File: src/rtl/tbt_pkg.sv
package tbt_pkg;

    // Power mode encoding seen on the pm_mode port
    typedef enum logic [1:0] {
        PM_RUN   = 2'd0,
        PM_WAIT  = 2'd1,
        PM_AHALT = 2'd2,
        PM_HALT  = 2'd3
    } pm_e;

    // Register addresses
    localparam logic REG_CSR = 1'b0;
    localparam logic REG_RLD = 1'b1;

    // Bit positions inside the control/status register
    localparam int CSR_FLAG_BIT = 0;
    localparam int CSR_IEN_BIT  = 1;

    typedef struct packed {
        logic ien;
        logic flag;
    } csr_t;

    typedef struct packed {
        logic csr_rd;
        logic csr_wr;
        logic rld_rd;
        logic rld_wr;
    } bus_dec_t;

    function automatic bus_dec_t bus_decode(input logic sel, input logic rd,
                                            input logic wr, input logic addr);
        bus_dec_t d;
        d.csr_rd = sel && rd && (addr == REG_CSR);
        d.csr_wr = sel && wr && (addr == REG_CSR);
        d.rld_rd = sel && rd && (addr == REG_RLD);
        d.rld_wr = sel && wr && (addr == REG_RLD);
        return d;
    endfunction

    // Halt is the only mode that stops the count
    function automatic logic pm_counts(input pm_e m);
        return (m != PM_HALT);
    endfunction

    // Only wait mode may be left by this timer's interrupt
    function automatic logic pm_wakeable(input pm_e m);
        return (m == PM_WAIT);
    endfunction

endpackage

File: src/rtl/tbt_counter.sv
module tbt_counter #(
    parameter int W = 8
) (
    input  logic         clk,
    input  logic         rst,
    input  logic         adv,
    input  logic [W-1:0] reload_i,
    output logic [W-1:0] cnt_o,
    output logic         ovf_o
);
    localparam logic [W-1:0] CNT_TOP = '1;

    logic [W-1:0] cnt_q;

    assign ovf_o = adv && (cnt_q == CNT_TOP);
    assign cnt_o = cnt_q;

    always_ff @(posedge clk) begin
        if (rst) begin
            cnt_q <= '0;
        end else if (adv) begin
            cnt_q <= ovf_o ? reload_i : cnt_q + 1'b1;
        end
    end
endmodule

File: src/rtl/tbt_regs.sv
module tbt_regs
    import tbt_pkg::*;
#(
    parameter int W = 8
) (
    input  logic         clk,
    input  logic         rst,
    input  logic         sel,
    input  logic         rd,
    input  logic         wr,
    input  logic         addr,
    input  logic [W-1:0] wdata,
    input  logic         ovf_i,
    output logic [W-1:0] reload_o,
    output csr_t         csr_o,
    output logic [W-1:0] rdata
);
    localparam int PAD_W = W - 2;

    bus_dec_t     dec;
    csr_t         csr_q;
    logic [W-1:0] reload_q;

    assign dec      = bus_decode(sel, rd, wr, addr);
    assign csr_o    = csr_q;
    assign reload_o = reload_q;

    always_ff @(posedge clk) begin
        if (rst) begin
            reload_q <= '0;
            csr_q    <= '0;
        end else begin
            if (dec.rld_wr) begin
                reload_q <= wdata;
            end
            if (dec.csr_wr) begin
                csr_q.ien <= wdata[CSR_IEN_BIT];
            end
            // a new overflow beats the read-side clear
            if (ovf_i) begin
                csr_q.flag <= 1'b1;
            end else if (dec.csr_rd) begin
                csr_q.flag <= 1'b0;
            end
        end
    end

    always_comb begin
        rdata = '0;
        if (dec.csr_rd) begin
            rdata = {{PAD_W{1'b0}}, csr_q.ien, csr_q.flag};
        end else if (dec.rld_rd) begin
            rdata = reload_q;
        end
    end
endmodule

File: src/rtl/tbt_pm_ctrl.sv
module tbt_pm_ctrl
    import tbt_pkg::*;
(
    input  pm_e  pm,
    input  logic tick_en,
    input  csr_t csr,
    input  logic gmask,
    output logic adv,
    output logic irq,
    output logic wake
);
    assign adv  = tick_en && pm_counts(pm);
    assign irq  = csr.flag && csr.ien && !gmask;
    assign wake = irq && pm_wakeable(pm);
endmodule

File: src/rtl/tbase_reload_timer.sv
module tbase_reload_timer
    import tbt_pkg::*;
#(
    parameter int W = 8
) (
    input  logic         clk,
    input  logic         rst,
    input  logic         tick_en,
    input  logic [1:0]   pm_mode,
    input  logic         gmask,
    input  logic         bus_sel,
    input  logic         bus_rd,
    input  logic         bus_wr,
    input  logic         bus_addr,
    input  logic [W-1:0] bus_wdata,
    output logic [W-1:0] bus_rdata,
    output logic         irq_o,
    output logic         wake_o
);
    pm_e          pm_w;
    csr_t         csr_w;
    logic         flag_w;
    logic         adv_w;
    logic         ovf_w;
    logic [W-1:0] cnt_w;
    logic [W-1:0] reload_w;

    assign pm_w   = pm_e'(pm_mode);
    assign flag_w = csr_w.flag;

    tbt_pm_ctrl u_pm (
        .pm      (pm_w),
        .tick_en (tick_en),
        .csr     (csr_w),
        .gmask   (gmask),
        .adv     (adv_w),
        .irq     (irq_o),
        .wake    (wake_o)
    );

    tbt_counter #(.W(W)) u_cnt (
        .clk      (clk),
        .rst      (rst),
        .adv      (adv_w),
        .reload_i (reload_w),
        .cnt_o    (cnt_w),
        .ovf_o    (ovf_w)
    );

    tbt_regs #(.W(W)) u_regs (
        .clk      (clk),
        .rst      (rst),
        .sel      (bus_sel),
        .rd       (bus_rd),
        .wr       (bus_wr),
        .addr     (bus_addr),
        .wdata    (bus_wdata),
        .ovf_i    (ovf_w),
        .reload_o (reload_w),
        .csr_o    (csr_w),
        .rdata    (bus_rdata)
    );
endmodule

File: config.mk
export PLATFORM = sky130hd
export DESIGN_NAME = tbase_reload_timer
export DESIGN_NICKNAME = d
export VERILOG_FILES = /design/src/rtl/tbt_pkg.sv /design/src/rtl/tbt_counter.sv /design/src/rtl/tbt_regs.sv /design/src/rtl/tbt_pm_ctrl.sv /design/src/rtl/tbase_reload_timer.sv
export SDC_FILE = /design/constraint.sdc
export NUM_CORES = 1
export LEC_CHECK = 0
export CAP_MARGIN = 10
export CELL_PAD_IN_SITES_DETAIL_PLACEMENT = 1
export CELL_PAD_IN_SITES_GLOBAL_PLACEMENT = 1
export CORE_AREA = 4 4 67 50
export CTS_CLUSTER_SIZE = 25
export DETAILED_ROUTE_END_ITERATION = 10
export DIE_AREA = 0 0 71 54
export PLACE_DENSITY = 0.84
export SYNTH_ARGS = -nofsm -noshare
export SYNTH_HDL_FRONTEND = slang
export SYNTH_SLANG_ARGS = --single-unit
File: constraint.sdc
create_clock -name clk -period 3.22 [get_ports clk]
set_clock_uncertainty 0.1 [all_clocks]
set_input_delay 0.483 -clock clk [delete_from_list [all_inputs] [get_ports clk]]
set_output_delay 0.483 -clock clk [all_outputs]
set_load 0.005 [all_outputs]
### After elaboration in Yosys (flattened, before gate mapping)

Cells that the tools add are included.

* memory bits (writable): 0
* bits in read-only memories: 0
* bits in registers: 18
* input port bits: 18
* memories: 0
* latch bits: 0

* shift operators: 0
* mux-type cells: 5
* $lt $le $gt $ge: 0
* equality and inequality tests: 3
* reduce and logical (&&, ||, !) cells: 13
* add/subtract/negate cells: 1
* multiply operators: 0
* bitwise operators: 1
* divide/modulo/power cells: 0

Operators by type and width (number)
* 8-bit 2-to-1 mux: 3
* 1-bit logical AND: 11
* 8-bit by 1-bit adder with 8-bit output, second input constant: 1
* 8-bit equality test, second input constant: 1
* 2-bit by 1-bit equality test with 1-bit output, second input constant: 1
* 1-bit 2-to-1 mux: 2
* 2-bit inequality test, second input constant: 1
* 2-bit nonzero test: 1
* 1-bit logical NOT: 1
* 1-bit NOT: 1

### Depth between registers and ports, before layout

Gate-level depths: netlist (run 1).

* depth after elaboration: 4
* gate-level depth with buffers: 5

### By module

A second synthesis (run 1) with hierarchy kept.

* cell total of the unflattened synthesis: 111
* area total of the unflattened synthesis: 1001.0 µm²

By module, submodules not included
* tbt_regs: cells an instance 55, sequential area each 200.2 µm², instances 1, area an instance 518.0 µm²
* tbt_counter: cells an instance 52, sequential area each 160.2 µm², instances 1, area an instance 452.9 µm²
* tbt_pm_ctrl: cells an instance 4, sequential area each 0.0 µm², instances 1, area an instance 30.0 µm²

### Worst setup path after synthesis (run 1)

No wires, ideal clock.

* path type: input -> output
* start: input bus_addr
* end: output bus_rdata[2]
* data arrival time: 1.077 ns
* buffers on the path: 1
* data required time: 2.637 ns
* cell stages on the path: 3
* slack: 1.560 ns
* cells stage by stage: clkbuf_1 > and3_1 > and2_1

* word-level cells in the longest chain between the ends: 3
* elaborated cells between the ends (all ways): 5
* those cells by class: 2 x mux; 1 x bitwise; 2 x reduce/logical

RTL lines
* start, declared: line tbase_reload_timer.sv:14 `input logic bus_addr,`
* 1-bit logical AND or 1-bit NOT (tied branches): line tbt_pkg.sv:36, tbt_pkg.sv:34
* 8-bit 2-to-1 mux or 1-bit logical AND (tied branches): line tbt_regs.sv:52, tbt_pkg.sv:34
* 8-bit 2-to-1 mux (*): line tbt_regs.sv:50 `if (dec.csr_rd) begin`
* end, declared: line tbase_reload_timer.sv:16 `output logic [W-1:0] bus_rdata,`

Mark *: on every way between the ends. The rest lies on a longest branch, timed or not.

### Worst setup path in the final report (run 1)

* start: input bus_addr
* end: output bus_rdata[3]

The elaborated chain is that of the path after synthesis.

==> impl_metrics.toml, run 1 <==
[clocking]
cts_setup_buffers = 0
path_clk_slew_ns = 0.07
cts_max_level = 1
ctsResizeCount = 0
clock_latency_ns = 0.25
cts_root_buf = "clkbuf_8"
hold_buffers = 0
numCtsBuffers = 3
cts_tree = "yes"
clk_path_buf_depth = 2
cts.sinks = 18

[floorplanning]
row_count = 16
start_util_pct = 33.7
core_area_mm2 = 0.00272
io_pins = 28
fp.dieH_um = 54
die_width_um = 71
die_area_mm2 = 0.00383

[synth]
syn-mean-instance-area_um2 = 8.66
ys_warn_count = 0
synth_edf_count = 0
synth_area_um2 = 918
synth_nets = 125
synth_seq_cells = 18
netlist_instances = 106
ys.flop_type = "dfxtp_1"
async_flop_share_pct = 0
ys_seq_area_share_pct = 39.2
ys_types = 29

[critical_path]
critPathMaxStageDelay_ns = 0.63
critPathLaunchType = "input port"
critPathArrivalTime_ns = 2.07
critPathKind = "input port to output pin"
crit_path_top_delay_cell = "clkdlybuf4s50_1"
crit_required_ns = 2.64
endpoint_kind = "output pin"
cpMostUsedCell = "clkdlybuf4s50_1"
worstPathMaxFanout = 6
path_cells = "clkdlybuf4s50_1 > and3_1 > and2_1 > clkdlybuf4s50_1"

[timing]
grt_setup_unrepaired = "no"
drv_slew = 0
whs_ns = 0.383
slew_headroom_pct = 52.1
hold_viol_final = 0
setup_violations = 0
finalSetupTns_ns = 0
fin_crit_ns = 2.65
setup_slack_ns = 0.571
period_share_pct = 82.3
worst_pin_slew_ns = 0.717
fmax_mhz = 377

[routing]
drc = 0
wl_um = 2510
route.vias.total = 878
wl_per_cell_um = 14.8
initialDrtViolationCount = 35
ant_nets = 0
viasPerCell = 5.16
first_pass_iters = 4

[global_route]
grt_overflow_total = 0
grt_max_degree = 19
grtUsageTotal_pct = 14.6
grt_pass1_wl_um = 4210
grt_pass1_vias = 900
grt_antenna_before_repair = 0

[layout]
stdcell_area_mm2 = 0.00128
num-nets-final = 154
diodes = 0
drive_above_1_share_pct = 8.96
synthToLayoutAreaGrowth_pct = 39.1

[placement]
hpwlAfterDp_um = 1970
placed_cell_area_mm2 = 0.00122
gp_congestion = 0.817
pre_cts_slack_ns = 0.578
io_buffer_count = 27

[run]
drv_cap = 0

[power_and_ir_drop]
ir_worst_vdd_v = 0.000272
powerDensity_mw_per_mm2 = 369
p_leak_nw = 0.500

[status]
status = "finished, final reports clean"

[min_path]
hold_path_class = "flop to flop"
[where the power goes]
group	switching (mW)	internal, mW
clock network	0.0740	0.109
registers	0.00527	0.229
logic	0.0234	0.0311
[final cells by class]
class                      count  area [um^2]
tap                           36         45.0
multi-input combinational     84          543
clock buffer                   4         55.1
inverter                       1         3.75
timing repair buffer          27          270
sequential                    18          360
fill                         322         1450
[state kept, by name, indices dropped and copies added (netlist names)]
signal           count
u_cnt.cnt_o          8
u_regs.csr_o         2
u_regs.reload_o      8
[cells by family after synthesis]
kind of cell / count (synthesis) / synth area share, %
AOI/OAI and AO/OA: 18 / 14.4
adders and majority gates: 1 / 1.36
buffers and inverters: 4 / 1.63
DFF: 18 / 39.2
muxes: 13 / 14.2
and+or+nand+nor: 52 / 29.2
[worst max-delay path: cells and delay by family]
| family | cells | cell delay, ns |
|---|---|---|
| and+or+nand+nor | 2 | 0.45 |
| buffers and inverters | 2 | 1.13 |
[per-layer routing]
| metal | wire [um] | vias to the layer above | track usage, % |
|---|---|---|---|
| li1 | - | 442 | - |
| met1 | 1220 | 418 | 17.6 |
| met2 | 1180 | 16 | 25.5 |
| met3 | 81 | 2 | 4.10 |
| met4 | 32 | 0 | 4.69 |
| met5 | 0 | - | 0 |
[metrics by stage]
stage	utilization, %	instances	power [mW]
global route	46.9	170	0.494
finish	46.9	170	0.471
detailed placement	44.9	166	0.294
global placement	44.9	166	0.291
floorplan	-	106	0.263
CTS	46.9	170	0.479
[path summary, 6_finish.rpt]
path         cells past startpoint  slack, ns                           to                       startpoint
max                              4       0.57                 bus_rdata[3]                         bus_addr
min                              2       0.38  u_cnt.cnt_o[2]$_SDFFE_PP0P_  u_regs.reload_o[2]$_SDFFE_PP0P_
min reg2reg                      2       0.38  u_cnt.cnt_o[2]$_SDFFE_PP0P_  u_regs.reload_o[2]$_SDFFE_PP0P_
max reg2reg                      5       1.60  u_cnt.cnt_o[0]$_SDFFE_PP0P_      u_cnt.cnt_o[0]$_SDFFE_PP0P_
[synth_stat cells, types with 2 or more instances]
library cell	number	share of area (%)
nand3_1	3	1.6
a21oi_1	4	2.2
nand2_1	11	4.5
a31oi_1	5	3.4
nor3_1	2	1.1
clkbuf_1	3	1.2
and2_1	8	5.4
o211ai_1	2	1.6
nand4_1	2	1.4
dfxtp_1	18	39
mux2i_1	13	14
nor2_1	18	7.4
[cell usage in the layout, fill, tap and decap left out]
cell type / netlist / layout
nor3_1: 2 / 2
and2_2: 1 / 1
o21ai_0: 1 / 1
and3_4: 1 / 1
clkdlybuf4s50_1: 0 / 27
a311oi_2: 1 / 1
nand3_2: 1 / 1
nand2_1: 11 / 11
a31oi_1: 5 / 5
a311oi_1: 1 / 1
nor4b_1: 1 / 1
a32oi_1: 1 / 1
a21boi_2: 1 / 1
ha_1: 1 / 1
and3_1: 1 / 1
nand4_1: 2 / 2
and4_4: 1 / 1
inv_1: 1 / 1
or3_1: 1 / 1
mux2i_1: 13 / 13
nor3_2: 1 / 1
o211ai_1: 2 / 2
a211oi_1: 1 / 1
nor2_1: 18 / 18
a21bo_2: 1 / 1
dfxtp_1: 18 / 18
clkbuf_8: 0 / 4
nand3_1: 3 / 3
and2_1: 8 / 8
a21oi_1: 4 / 4
Note: power is estimated with default switching activity, not from simulation.
==> inputs of run 2 (changes only) <==
--- a/config.mk
+++ b/config.mk
@@ -8,11 +8,11 @@
 export CAP_MARGIN = 10
 export CELL_PAD_IN_SITES_DETAIL_PLACEMENT = 1
 export CELL_PAD_IN_SITES_GLOBAL_PLACEMENT = 1
-export CORE_AREA = 4 4 67 50
+export CORE_AREA = 4 4 72 54
 export CTS_CLUSTER_SIZE = 25
 export DETAILED_ROUTE_END_ITERATION = 10
-export DIE_AREA = 0 0 71 54
-export PLACE_DENSITY = 0.84
+export DIE_AREA = 0 0 76 58
+export PLACE_DENSITY = 0.76
 export SYNTH_ARGS = -nofsm -noshare
 export SYNTH_HDL_FRONTEND = slang
 export SYNTH_SLANG_ARGS = --single-unit
==> constraint.sdc (replaced) <==
create_clock -name clk -period 2.2 [get_ports clk]
set_clock_uncertainty 0.1 [all_clocks]
set_input_delay 0.33 -clock clk [delete_from_list [all_inputs] [get_ports clk]]
set_output_delay 0.33 -clock clk [all_outputs]
set_load 0.005 [all_outputs]
==> run 2 against run 1 <==
Effect of this change: final cell count rose by 2.4%; first-iteration DRC count fell by 34%; clock power rose by 26%; flip-flop and latch count did not move; via count fell by 4.2%; combinational power rose by 53%; global-route usage fell by 2.5 points; sequential share of layout area fell by 0.27 points; register-to-register slack got worse by 1.0 ns; critical endpoint unchanged; highest routed layer is now met3.
==> impl_metrics.toml, run 2 (same netlist as run 1, synthesis figures left out) <==
[status]
status = "finished, final reports clean"

[timing]
setup_slack_ns = 0.0813
fin_crit_ns = 2.12
period_share_pct = 96.3
worst_pin_slew_ns = 0.707
drv_slew = 0
slew_headroom_pct = 52.7
hold_viol_final = 0
whs_ns = 0.385
setup_violations = 0
fmax_mhz = 472

[run]
drv_cap = 0

[global_route]
grt_max_degree = 19
grt_pass1_wl_um = 4300
grt_pass1_vias = 847
grt_overflow_total = 0
top_usage_layer = "met2"
grt_antenna_before_repair = 0
use_met1_pct = 16.9
grtUsageTotal_pct = 12.1
globalRouteMet2Util_pct = 18.4
met3_usage_pct = 4.35

[routing]
wl_per_cell_um = 14.6
route.vias.total = 841
first_pass_iters = 4
wl_um = 2530
initialDrtViolationCount = 23
ant_nets = 0
viasPerCell = 4.83
drc = 0

[layout]
diodes = 0
layout_common_cells = "clkdlybuf4s50_1, nor2_1, dfxtp_1, mux2i_1, nand2_1"
final_common_cell = "clkdlybuf4s50_1"
fin_cells = 174
synthToLayoutAreaGrowth_pct = 40.5
drive_above_1_share_pct = 11.0
num-nets-final = 157
final_util_pct = 41.3

[placement]
hpwlAfterDp_um = 2020
dp_cells = 171
gp_congestion = 0.898
io_buffer_count = 27
pre_cts_slack_ns = 0.0527

[clocking]
cts_tree = "yes"
path_clk_slew_ns = 0.07
cts.sinks = 18
cts_root_buf = "clkbuf_8"
clock_latency_ns = 0.25
numCtsBuffers = 3
clk_path_buf_depth = 2
cts_setup_buffers = 0
cts_max_level = 1

[floorplanning]
start_util_pct = 29.4
io_pins = 28
die_width_um = 76
die_area_mm2 = 0.00441
row_count = 17
fp.dieH_um = 58
core_area_mm2 = 0.00313

[critical_path]
crit_path_top_delay_cell = "clkdlybuf4s50_1"
critPathLaunchType = "input port"
crit_required_ns = 1.77
path_cells = "clkdlybuf4s50_1 > and3_2 > and2_1 > clkdlybuf4s50_1"
critPathMaxStageDelay_ns = 0.50
r2r_slack_ns = 0.60
endpoint_kind = "output pin"
critPathArrivalTime_ns = 1.69
critPathKind = "input port to output pin"
worstPathMaxFanout = 6
cpMostUsedCell = "clkdlybuf4s50_1"

[power_and_ir_drop]
p_leak_nw = 0.507
power.total_uw = 657
powerDensity_mw_per_mm2 = 509
ir_worst_vdd_v = 0.000211

[min_path]
hold_path_class = "flop to flop"
-- run 2: metrics by stage --
step | setup TNS, ns | instance area, um^2
finish | 0 | 1290
floorplan | 0 | 918
CTS | 0 | 1290
detailed placement | 0 | 1250
global placement | 0 | 1250
global route | -0.0215 | 1290
-- run 2: timing repair --
action / CTS / global route
setup endpoints to repair: 0 / 6
hold endpoints to repair: 0 / 0
gates resized for setup: 0 / 1
hold buffers: 0 / 0
-- run 2: layer usage --
| metal | vias to the layer above | share of wire, % |
|---|---|---|
| met3 | 0 | 5.6 |
| met1 | 379 | 53 |
| met4 | 0 | 0 |
| li1 | 442 | - |
| met2 | 20 | 42 |
| met5 | - | 0 |
-- run 2: area by class of cell --
| class | instances | area, um^2 |
|---|---|---|
| Tap cell | 38 | 47.5 |
| Timing Repair Buffer | 30 | 293 |
| Multi-Input combinational cell | 84 | 544 |
| Fill cell | 346 | 1840 |
| Sequential cell | 18 | 360 |
| Inverter | 1 | 3.75 |
| Clock buffer | 3 | 41.3 |
-- run 2: worst paths after layout --
| path | to | from | cells past startpoint |
|---|---|---|---|
| worst max register to register | u_cnt.cnt_o[0]$_SDFFE_PP0P_ | u_cnt.cnt_o[0]$_SDFFE_PP0P_ | 5 |
| worst min register to register | u_cnt.cnt_o[2]$_SDFFE_PP0P_ | u_regs.reload_o[2]$_SDFFE_PP0P_ | 2 |
| worst min-delay path | u_cnt.cnt_o[2]$_SDFFE_PP0P_ | u_regs.reload_o[2]$_SDFFE_PP0P_ | 2 |
| worst max-delay path | bus_rdata[3] | bus_addr | 4 |
-- run 2: worst max-delay path: cells and delay by family --
kind                   cells  cell delay, ns
buffers and inverters      2            0.98
AND/OR/NAND/NOR            2            0.38
-- run 2: power by group --
part	internal, mW	total [mW]	switching [mW]	leakage, nW
logic	0.0492	0.0835	0.0342	0.339
clock network	0.122	0.231	0.109	0.0216
registers	0.335	0.343	0.00830	0.146
==> inputs of run 3 (changes only) <==
--- a/config.mk
+++ b/config.mk
@@ -5,6 +5,7 @@
 export SDC_FILE = /design/constraint.sdc
 export NUM_CORES = 1
 export LEC_CHECK = 0
+export ABC_CLOCK_PERIOD_IN_PS = 2200
 export CAP_MARGIN = 10
 export CELL_PAD_IN_SITES_DETAIL_PLACEMENT = 1
 export CELL_PAD_IN_SITES_GLOBAL_PLACEMENT = 1
@@ -12,6 +13,7 @@
 export CTS_CLUSTER_SIZE = 25
 export DETAILED_ROUTE_END_ITERATION = 10
 export DIE_AREA = 0 0 76 58
+export GPL_ROUTABILITY_DRIVEN = 1
 export PLACE_DENSITY = 0.76
 export SYNTH_ARGS = -nofsm -noshare
 export SYNTH_HDL_FRONTEND = slang
==> results of run 3 <==
No change in the layout: final DEF, timing and power equal those of run 2.
